`src/rtl/nn_txn_pkg.sv`:
```
// Shared definitions for the transaction manager.
// Assumes: backend commands come in exactly two kinds.
package nn_txn_pkg;
    typedef enum logic {
        CMD_CFG_LOAD = 1'b0,
        CMD_NEURON   = 1'b1
    } cmd_kind_e;
endpackage

```
`src/rtl/nn_txn_free_find.sv`:
```
// Finds the lowest-numbered unused table slot.
// Assumes: vld has one bit per slot; idx is meaningless when any is low.
module nn_txn_free_find #(
    parameter int N     = 4,
    parameter int IDX_W = 2
) (
    input  logic [N-1:0]     vld,
    output logic             any,
    output logic [IDX_W-1:0] idx
);
    // scan from the top down so the lowest free slot wins
    always_comb begin
        any = 1'b0;
        idx = '0;
        for (int k = N - 1; k >= 0; k--) begin
            if (!vld[k]) begin
                any = 1'b1;
                idx = IDX_W'(k);
            end
        end
    end
endmodule

```
`src/rtl/nn_txn_rr_pick.sv`:
```
// Round-robin pick among eligible slots, starting the search at 'start'.
// Assumes: start < N; grant is meaningless when any is low.
module nn_txn_rr_pick #(
    parameter int N     = 4,
    parameter int IDX_W = 2
) (
    input  logic [N-1:0]     elig,
    input  logic [IDX_W-1:0] start,
    output logic             any,
    output logic [IDX_W-1:0] grant
);
    // walk the slots once from start, wrapping, and keep the first hit
    always_comb begin
        any   = 1'b0;
        grant = '0;
        for (int k = 0; k < N; k++) begin
            int s;
            s = int'(start) + k;
            if (s >= N) s = s - N;
            if (!any && elig[s]) begin
                any   = 1'b1;
                grant = IDX_W'(s);
            end
        end
    end
endmodule

```
`src/rtl/nn_txn_cmd_reg.sv`:
```
// Holds one backend command from issue until the backend acknowledges it.
// Assumes: load is only raised while no command is pending.
module nn_txn_cmd_reg #(
    parameter int TID_W  = 2,
    parameter int NNID_W = 16,
    parameter int CNT_W  = 8
) (
    input  logic              clk,
    input  logic              rst_n,
    input  logic              load,
    input  logic              ld_kind,
    input  logic [TID_W-1:0]  ld_tid,
    input  logic [NNID_W-1:0] ld_nnid,
    input  logic [CNT_W-1:0]  ld_neuron,
    input  logic              ack,
    output logic              be_valid,
    output logic              be_kind,
    output logic [TID_W-1:0]  be_tid,
    output logic [NNID_W-1:0] be_nnid,
    output logic [CNT_W-1:0]  be_neuron
);
    // capture on load, release on acknowledge, otherwise hold
    always_ff @(posedge clk) begin
        if (!rst_n) begin
            be_valid  <= 1'b0;
            be_kind   <= 1'b0;
            be_tid    <= '0;
            be_nnid   <= '0;
            be_neuron <= '0;
        end else if (load && !be_valid) begin
            be_valid  <= 1'b1;
            be_kind   <= ld_kind;
            be_tid    <= ld_tid;
            be_nnid   <= ld_nnid;
            be_neuron <= ld_neuron;
        end else if (be_valid && ack) begin
            be_valid  <= 1'b0;
        end
    end


    cmd_hold_chk: assert property (@(posedge clk) disable iff (!rst_n)
        (be_valid && !ack) |=> (be_valid && $stable(be_kind) && $stable(be_tid)
                                && $stable(be_nnid) && $stable(be_neuron)));
endmodule

```
`src/rtl/nn_txn_mgr.sv`:
```
// Transaction table and arbiter in front of a shared neural-network backend.
// Opens jobs, tags them with the owner's address space, tracks config and
// neuron progress, and issues one backend command at a time in round-robin.
// Assumes: ENTRIES is a power of two; open_neurons fits CNT_W bits.
module nn_txn_mgr #(
    parameter int ENTRIES = 4,
    parameter int ASID_W  = 4,
    parameter int NNID_W  = 16,
    parameter int CNT_W   = 8,
    localparam int TID_W  = (ENTRIES > 1) ? $clog2(ENTRIES) : 1
) (
    input  logic              clk,
    input  logic              rst_n,
    input  logic              open_valid,
    input  logic [ASID_W-1:0] open_asid,
    input  logic [NNID_W-1:0] open_nnid,
    input  logic [CNT_W-1:0]  open_neurons,
    output logic              open_ok,
    output logic              open_busy,
    output logic [TID_W-1:0]  open_tid,
    input  logic              in_valid,
    input  logic [TID_W-1:0]  in_tid,
    input  logic [ASID_W-1:0] in_asid,
    input  logic              in_last,
    output logic              in_reject,
    input  logic              rd_valid,
    input  logic [TID_W-1:0]  rd_tid,
    input  logic [ASID_W-1:0] rd_asid,
    output logic              rd_ok,
    output logic              rd_reject,
    output logic [NNID_W-1:0] rd_data,
    output logic              be_valid,
    output logic              be_kind,
    output logic [TID_W-1:0]  be_tid,
    output logic [NNID_W-1:0] be_nnid,
    output logic [CNT_W-1:0]  be_neuron,
    input  logic              be_ack
);
    import nn_txn_pkg::*;

    logic [ENTRIES-1:0] e_vld, e_cfg, e_inok, e_done, elig;
    logic [ASID_W-1:0]  e_asid  [ENTRIES];
    logic [NNID_W-1:0]  e_nnid  [ENTRIES];
    logic [CNT_W-1:0]   e_next  [ENTRIES];
    logic [CNT_W-1:0]   e_total [ENTRIES];

    logic             free_any, pick_any, issue, in_take, ack_hit;
    logic [TID_W-1:0] free_idx, pick_idx, rr_ptr;

    nn_txn_free_find #(.N(ENTRIES), .IDX_W(TID_W)) u_free (
        .vld(e_vld), .any(free_any), .idx(free_idx)
    );

    // a slot may use the backend when it needs config, or has inputs and neurons left
    always_comb begin
        for (int i = 0; i < ENTRIES; i++)
            elig[i] = e_vld[i] && !e_done[i] && (!e_cfg[i] || e_inok[i]);
    end

    nn_txn_rr_pick #(.N(ENTRIES), .IDX_W(TID_W)) u_pick (
        .elig(elig), .start(rr_ptr), .any(pick_any), .grant(pick_idx)
    );

    assign issue   = pick_any && !be_valid;
    assign ack_hit = be_valid && be_ack;

    nn_txn_cmd_reg #(.TID_W(TID_W), .NNID_W(NNID_W), .CNT_W(CNT_W)) u_cmd (
        .clk(clk), .rst_n(rst_n), .load(issue),
        .ld_kind(e_cfg[pick_idx] ? CMD_NEURON : CMD_CFG_LOAD),
        .ld_tid(pick_idx), .ld_nnid(e_nnid[pick_idx]), .ld_neuron(e_next[pick_idx]),
        .ack(be_ack), .be_valid(be_valid), .be_kind(be_kind), .be_tid(be_tid),
        .be_nnid(be_nnid), .be_neuron(be_neuron)
    );

    // host-side responses, decided in the cycle of the request
    always_comb begin
        open_ok   = open_valid && free_any;
        open_busy = open_valid && !free_any;
        open_tid  = free_any ? free_idx : '0;
        in_take   = in_valid && e_vld[in_tid] && !e_done[in_tid]
                    && (e_asid[in_tid] == in_asid);
        in_reject = in_valid && !in_take;
        rd_ok     = rd_valid && e_vld[rd_tid] && e_done[rd_tid]
                    && (e_asid[rd_tid] == rd_asid);
        rd_reject = rd_valid && !rd_ok;
        rd_data   = rd_ok ? e_nnid[rd_tid] : '0;
    end

    // round-robin pointer moves past each slot that is granted
    always_ff @(posedge clk) begin
        if (!rst_n)
            rr_ptr <= '0;
        else if (issue)
            rr_ptr <= (int'(pick_idx) == ENTRIES - 1) ? '0 : pick_idx + TID_W'(1);
    end

    // table update: open fills a slot; read, input and acknowledge touch live slots
    always_ff @(posedge clk) begin
        if (!rst_n) begin
            e_vld  <= '0;
            e_cfg  <= '0;
            e_inok <= '0;
            e_done <= '0;
            for (int i = 0; i < ENTRIES; i++) begin
                e_asid[i]  <= '0;
                e_nnid[i]  <= '0;
                e_next[i]  <= '0;
                e_total[i] <= '0;
            end
        end else begin
            for (int i = 0; i < ENTRIES; i++) begin
                if (open_ok && free_idx == TID_W'(i)) begin
                    e_vld[i]   <= 1'b1;
                    e_cfg[i]   <= 1'b0;
                    e_inok[i]  <= 1'b0;
                    e_done[i]  <= 1'b0;
                    e_asid[i]  <= open_asid;
                    e_nnid[i]  <= open_nnid;
                    e_next[i]  <= '0;
                    e_total[i] <= open_neurons;
                end else begin
                    if (rd_ok && rd_tid == TID_W'(i))
                        e_vld[i] <= 1'b0;
                    if (in_take && in_last && in_tid == TID_W'(i))
                        e_inok[i] <= 1'b1;
                    if (ack_hit && be_tid == TID_W'(i)) begin
                        if (be_kind == CMD_CFG_LOAD) begin
                            e_cfg[i] <= 1'b1;
                            if (e_total[i] == '0) e_done[i] <= 1'b1;
                        end else begin
                            e_next[i] <= e_next[i] + CNT_W'(1);
                            if (e_next[i] + CNT_W'(1) == e_total[i]) e_done[i] <= 1'b1;
                        end
                    end
                end
            end
        end
    end


    open_free_chk: assert property (@(posedge clk) disable iff (!rst_n)
        open_ok |-> !e_vld[open_tid]);

    full_busy_chk: assert property (@(posedge clk) disable iff (!rst_n)
        open_busy |-> (&e_vld));

    cfg_once_chk: assert property (@(posedge clk) disable iff (!rst_n)
        (be_valid && be_kind == CMD_CFG_LOAD) |-> (e_vld[be_tid] && !e_cfg[be_tid]));

    alloc_ready_chk: assert property (@(posedge clk) disable iff (!rst_n)
        (be_valid && be_kind == CMD_NEURON) |->
            (e_cfg[be_tid] && e_inok[be_tid] && be_neuron < e_total[be_tid]));

    iso_keep_chk: assert property (@(posedge clk) disable iff (!rst_n)
        (rd_valid && e_vld[rd_tid] && e_asid[rd_tid] != rd_asid) |=> e_vld[$past(rd_tid)]);
endmodule

```
`config.mk`:
```
export PLATFORM = sky130hd
export DESIGN_NAME = nn_txn_mgr
export DESIGN_NICKNAME = d
export VERILOG_FILES = /design/src/rtl/nn_txn_pkg.sv /design/src/rtl/nn_txn_free_find.sv /design/src/rtl/nn_txn_rr_pick.sv /design/src/rtl/nn_txn_cmd_reg.sv /design/src/rtl/nn_txn_mgr.sv
export SDC_FILE = /design/constraint.sdc
export NUM_CORES = 1
export LEC_CHECK = 0
export BUFFER_PORTS_ARGS = -buffer_cell sky130_fd_sc_hd__buf_2
export CAP_MARGIN = 10
export CORE_MARGIN = 2
export CORE_UTILIZATION = 64
export DETAILED_ROUTE_END_ITERATION = 6
export PLACE_DENSITY_LB_ADDON = 0.12
export SYNTH_ARGS = -nofsm -noshare
export SYNTH_HDL_FRONTEND = slang
export SYNTH_SLANG_ARGS = --single-unit
```
`constraint.sdc`:
```
create_clock -name clk -period 7.45 [get_ports clk]
set_input_delay 0.745 -clock clk [delete_from_list [all_inputs] [get_ports clk]]
set_output_delay 0.745 -clock clk [all_outputs]
set_load 0.02 [all_outputs]
```
==> flow_summary.json <==
{
  "synth.avg_cell_area_um2": 11.8,
  "synthAdderAreaFrac_pct": 0.511,
  "maxCapViolCount": 0,
  "antenna_found_initial": 0,
  "power.switching_w": 0.000591,
  "async_flop_share_pct": 0,
  "fin_tns_setup_ns": 0,
  "synth_compound_gate_area_share_pct": 9.64,
  "dp_slack_ns": 3.60,
  "rows": 45,
  "report.power.total_w": 0.00236,
  "peakVddDrop_mv": 0.163,
  "wl_per_cell_um": 22.0,
  "post-route-period-util_pct": 52.3,
  "synthesis.instances": 829,
  "vias_per_cell": 6.41,
  "yosysUniqueCellTypes": 61,
  "cts_buffers": 17,
  "synth_commonest_cells": "edfxtp_1 (144), and2_1 (115), nor2_1 (60), nand3_1 (49), dfxtp_1 (46)",
  "drtIter0Drc": 732,
  "place_congestion": 0.932,
  "insertedDiodeCount": 0,
  "die_w_um": 128,
  "endpoint_kind": "primary output",
  "cts-htree-levels": 4,
  "drc": 0,
  "synth_most_common_cell": "edfxtp_1",
  "switching_share_pct": 25.1,
  "die-area_um2": 16300,
  "ys.flop_type": "edfxtp_1",
  "crit_type": "in2out",
  "num_vias": 7143,
  "hold_buffers": 0,
  "root_buffer": "clkbuf_16",
  "hold_class": "reg2reg",
  "relSlewSlack_pct": 16.6,
  "routed_wl_mm": 24.5,
  "start_util_pct": 64.9,
  "hpwl_mm": 16.5,
  "setup_ws_ns": 3.55,
  "pin_count": 98,
  "path_clk_slew_ns": 0.06,
  "synth_nets": 880,
  "pwr_density_cell_nw_per_um2": 215,
  "worstSetupStartpointType": "input pin",
  "synth_top_family_by_area": "simple AND/OR/NAND/NOR gates",
  "clock_path_buffers": 2,
  "drive_above_1_share_pct": 21.3,
  "worst_slew_pin_slew_ns": 1.25,
  "p_int_w": 0.00177,
  "p_comb_share_pct": 11.6,
  "crit_fanout": 25,
  "cts_tree": "built",
  "synth_edf_count": 144,
  "synth_sequential_area_ratio_pct": 53.6,
  "cellLeakagePower_nw": 4.29,
  "port_buffers": 97,
  "synth-seq-cells": 190,
  "synth_area_leaders": "edfxtp_1 (44%), dfxtp_1 (9.4%), and2_1 (7.4%)",
  "fp.dieH_um": 128,
  "final_core_util_pct": 72.7,
  "clkSinkCount": 190,
  "core_area_um2": 15100,
  "final-max-slew-violation-count": 0,
  "yosys.area_share.xor_xnor_pct": 5.73,
  "fin_skew_ns": 0.00965,
  "dr.pass1.iters": 5,
  "ant_nets": 0,
  "grt_pass1_wl_mm": 38.4,
  "seq_power_share_pct": 52.8,
  "fin_nets": 965,
  "grt.total_usage_pct": 31.2,
  "crit_arrival_ns": 3.15,
  "yosys.area_share.simple_pct": 18.5,
  "fin_crit_ns": 3.90,
  "postCtsResizedCells": 0,
  "hold_violations": 0,
  "p_clk_share_pct": 35.6,
  "area_growth_pct": 12.1,
  "postCtsSetupBuffers": 0,
  "syn_area_um2": 9790,
  "whs_ns": 0.484,
  "grt-ovfl-total": 0,
  "synthMuxAreaShare_pct": 9.57,
  "critPathRequiredTime_ns": 6.70,
  "clock_latency_ns": 0.43,
  "grt_max_degree": 31,
  "rsz0062_at_grt": "false",
  "setup-violations-final": 0,
  "grt_pass1_vias": 7215,
  "synth_area_leader_cell": "edfxtp_1",
  "status": "complete, no violations",
  "ys_warn_count": 0,
  "fmax_ghz": 0.256,
  "synth_top_area_share_pct": 44.2
}
critical path, stage by stage:
cell     delay [ns]
buf_2          0.55
mux4_2         0.60
xor2_1         0.16
or4_4          0.69
nor2b_1        0.21
buf_2          0.19
worst paths after layout:
| kind | startpoint | to | slack [ns] | cells past startpoint |
|---|---|---|---|---|
| worst max-delay path | rd_tid[0] | rd_data[7] | 3.55 | 6 |
| worst min-delay path | u_cmd.be_neuron[3] | u_cmd.be_neuron[3] | 0.48 | 1 |
| worst max register to register | e_vld[0] | u_cmd.be_nnid[7] | 4.04 | 7 |
| worst min register to register | u_cmd.be_neuron[3] | u_cmd.be_neuron[3] | 0.48 | 1 |
metrics by stage:
stage,cell area [µm²],instances
3_3_place_gp,10400,1083
3_5_place_dp,10400,1083
6_report,11000,1115
5_1_grt,11000,1115
2_1_floorplan,9790,829
4_1_cts,11000,1115
sequential cells by signal, summed over array words and instances (netlist names):
register and flops:
u_cmd.be_neuron 8, e_asid 16, u_cmd.be_tid 2, rr_ptr 2, u_cmd.be_valid 1, e_vld 4, e_cfg 4, e_inok 4
e_next 32, u_cmd.be_nnid 16, e_total 32, u_cmd.be_kind 1, e_done 4, e_nnid 64
power groups by stage:
stage               clock (W)  sequential (W)  combinational [W]
finish               0.000839         0.00124           0.000273
detailed placement          0         0.00127           0.000269
global route         0.000887         0.00125           0.000292
global placement            0         0.00126           0.000262
CTS                  0.000847         0.00124           0.000270
floorplan                   0         0.00126           0.000176
cell usage in the layout (no fill, tap or decap), types with 18 or more instances in the layout:
cell type and n:
nor2b_1 21, nand2_1 20, clkbuf_16 18, nand3_1 49, o21ai_0 36, nor2_1 59
xor2_1 41, a221o_1 25, a21oi_1 38, dfxtp_1 46, buf_2 97, edfxtp_1 144
and2_1 115, mux2_4 20, mux4_2 24, xnor2_1 23
layout make-up:
cell class / count / area, µm²
clock buffers: 23 / 479
clock inverters: 9 / 57.6
fillers: 1054 / 4120
inverters: 14 / 52.6
multi-input cells: 581 / 4320
flip-flops and latches: 190 / 5250
well taps: 188 / 235
repair buffers: 110 / 583
routing by layer:
metal  up-vias  share of wire [%]  wire [µm]  track usage [%]
li1       3234                  -          -                -
met4         0                3.1        760             12.5
met2       363                 49      12100             52.5
met1      3472                 39       9540             39.6
met3        74                8.5       2090             6.76
met5         -                  0          0                0
cell families (layout without fill, tap and decap cells):
logic type               Yosys count  in the layout
adder cells (fa/ha/maj)            4              4
AND/OR/NAND/NOR                  326            326
XOR/XNOR                          64             64
buffers and inverters             58            156
AO/OA/AOI/OAI                    134            134
flip-flops                       190            190
multiplexers                      53             53
Power figures use the tool's default switching activity.
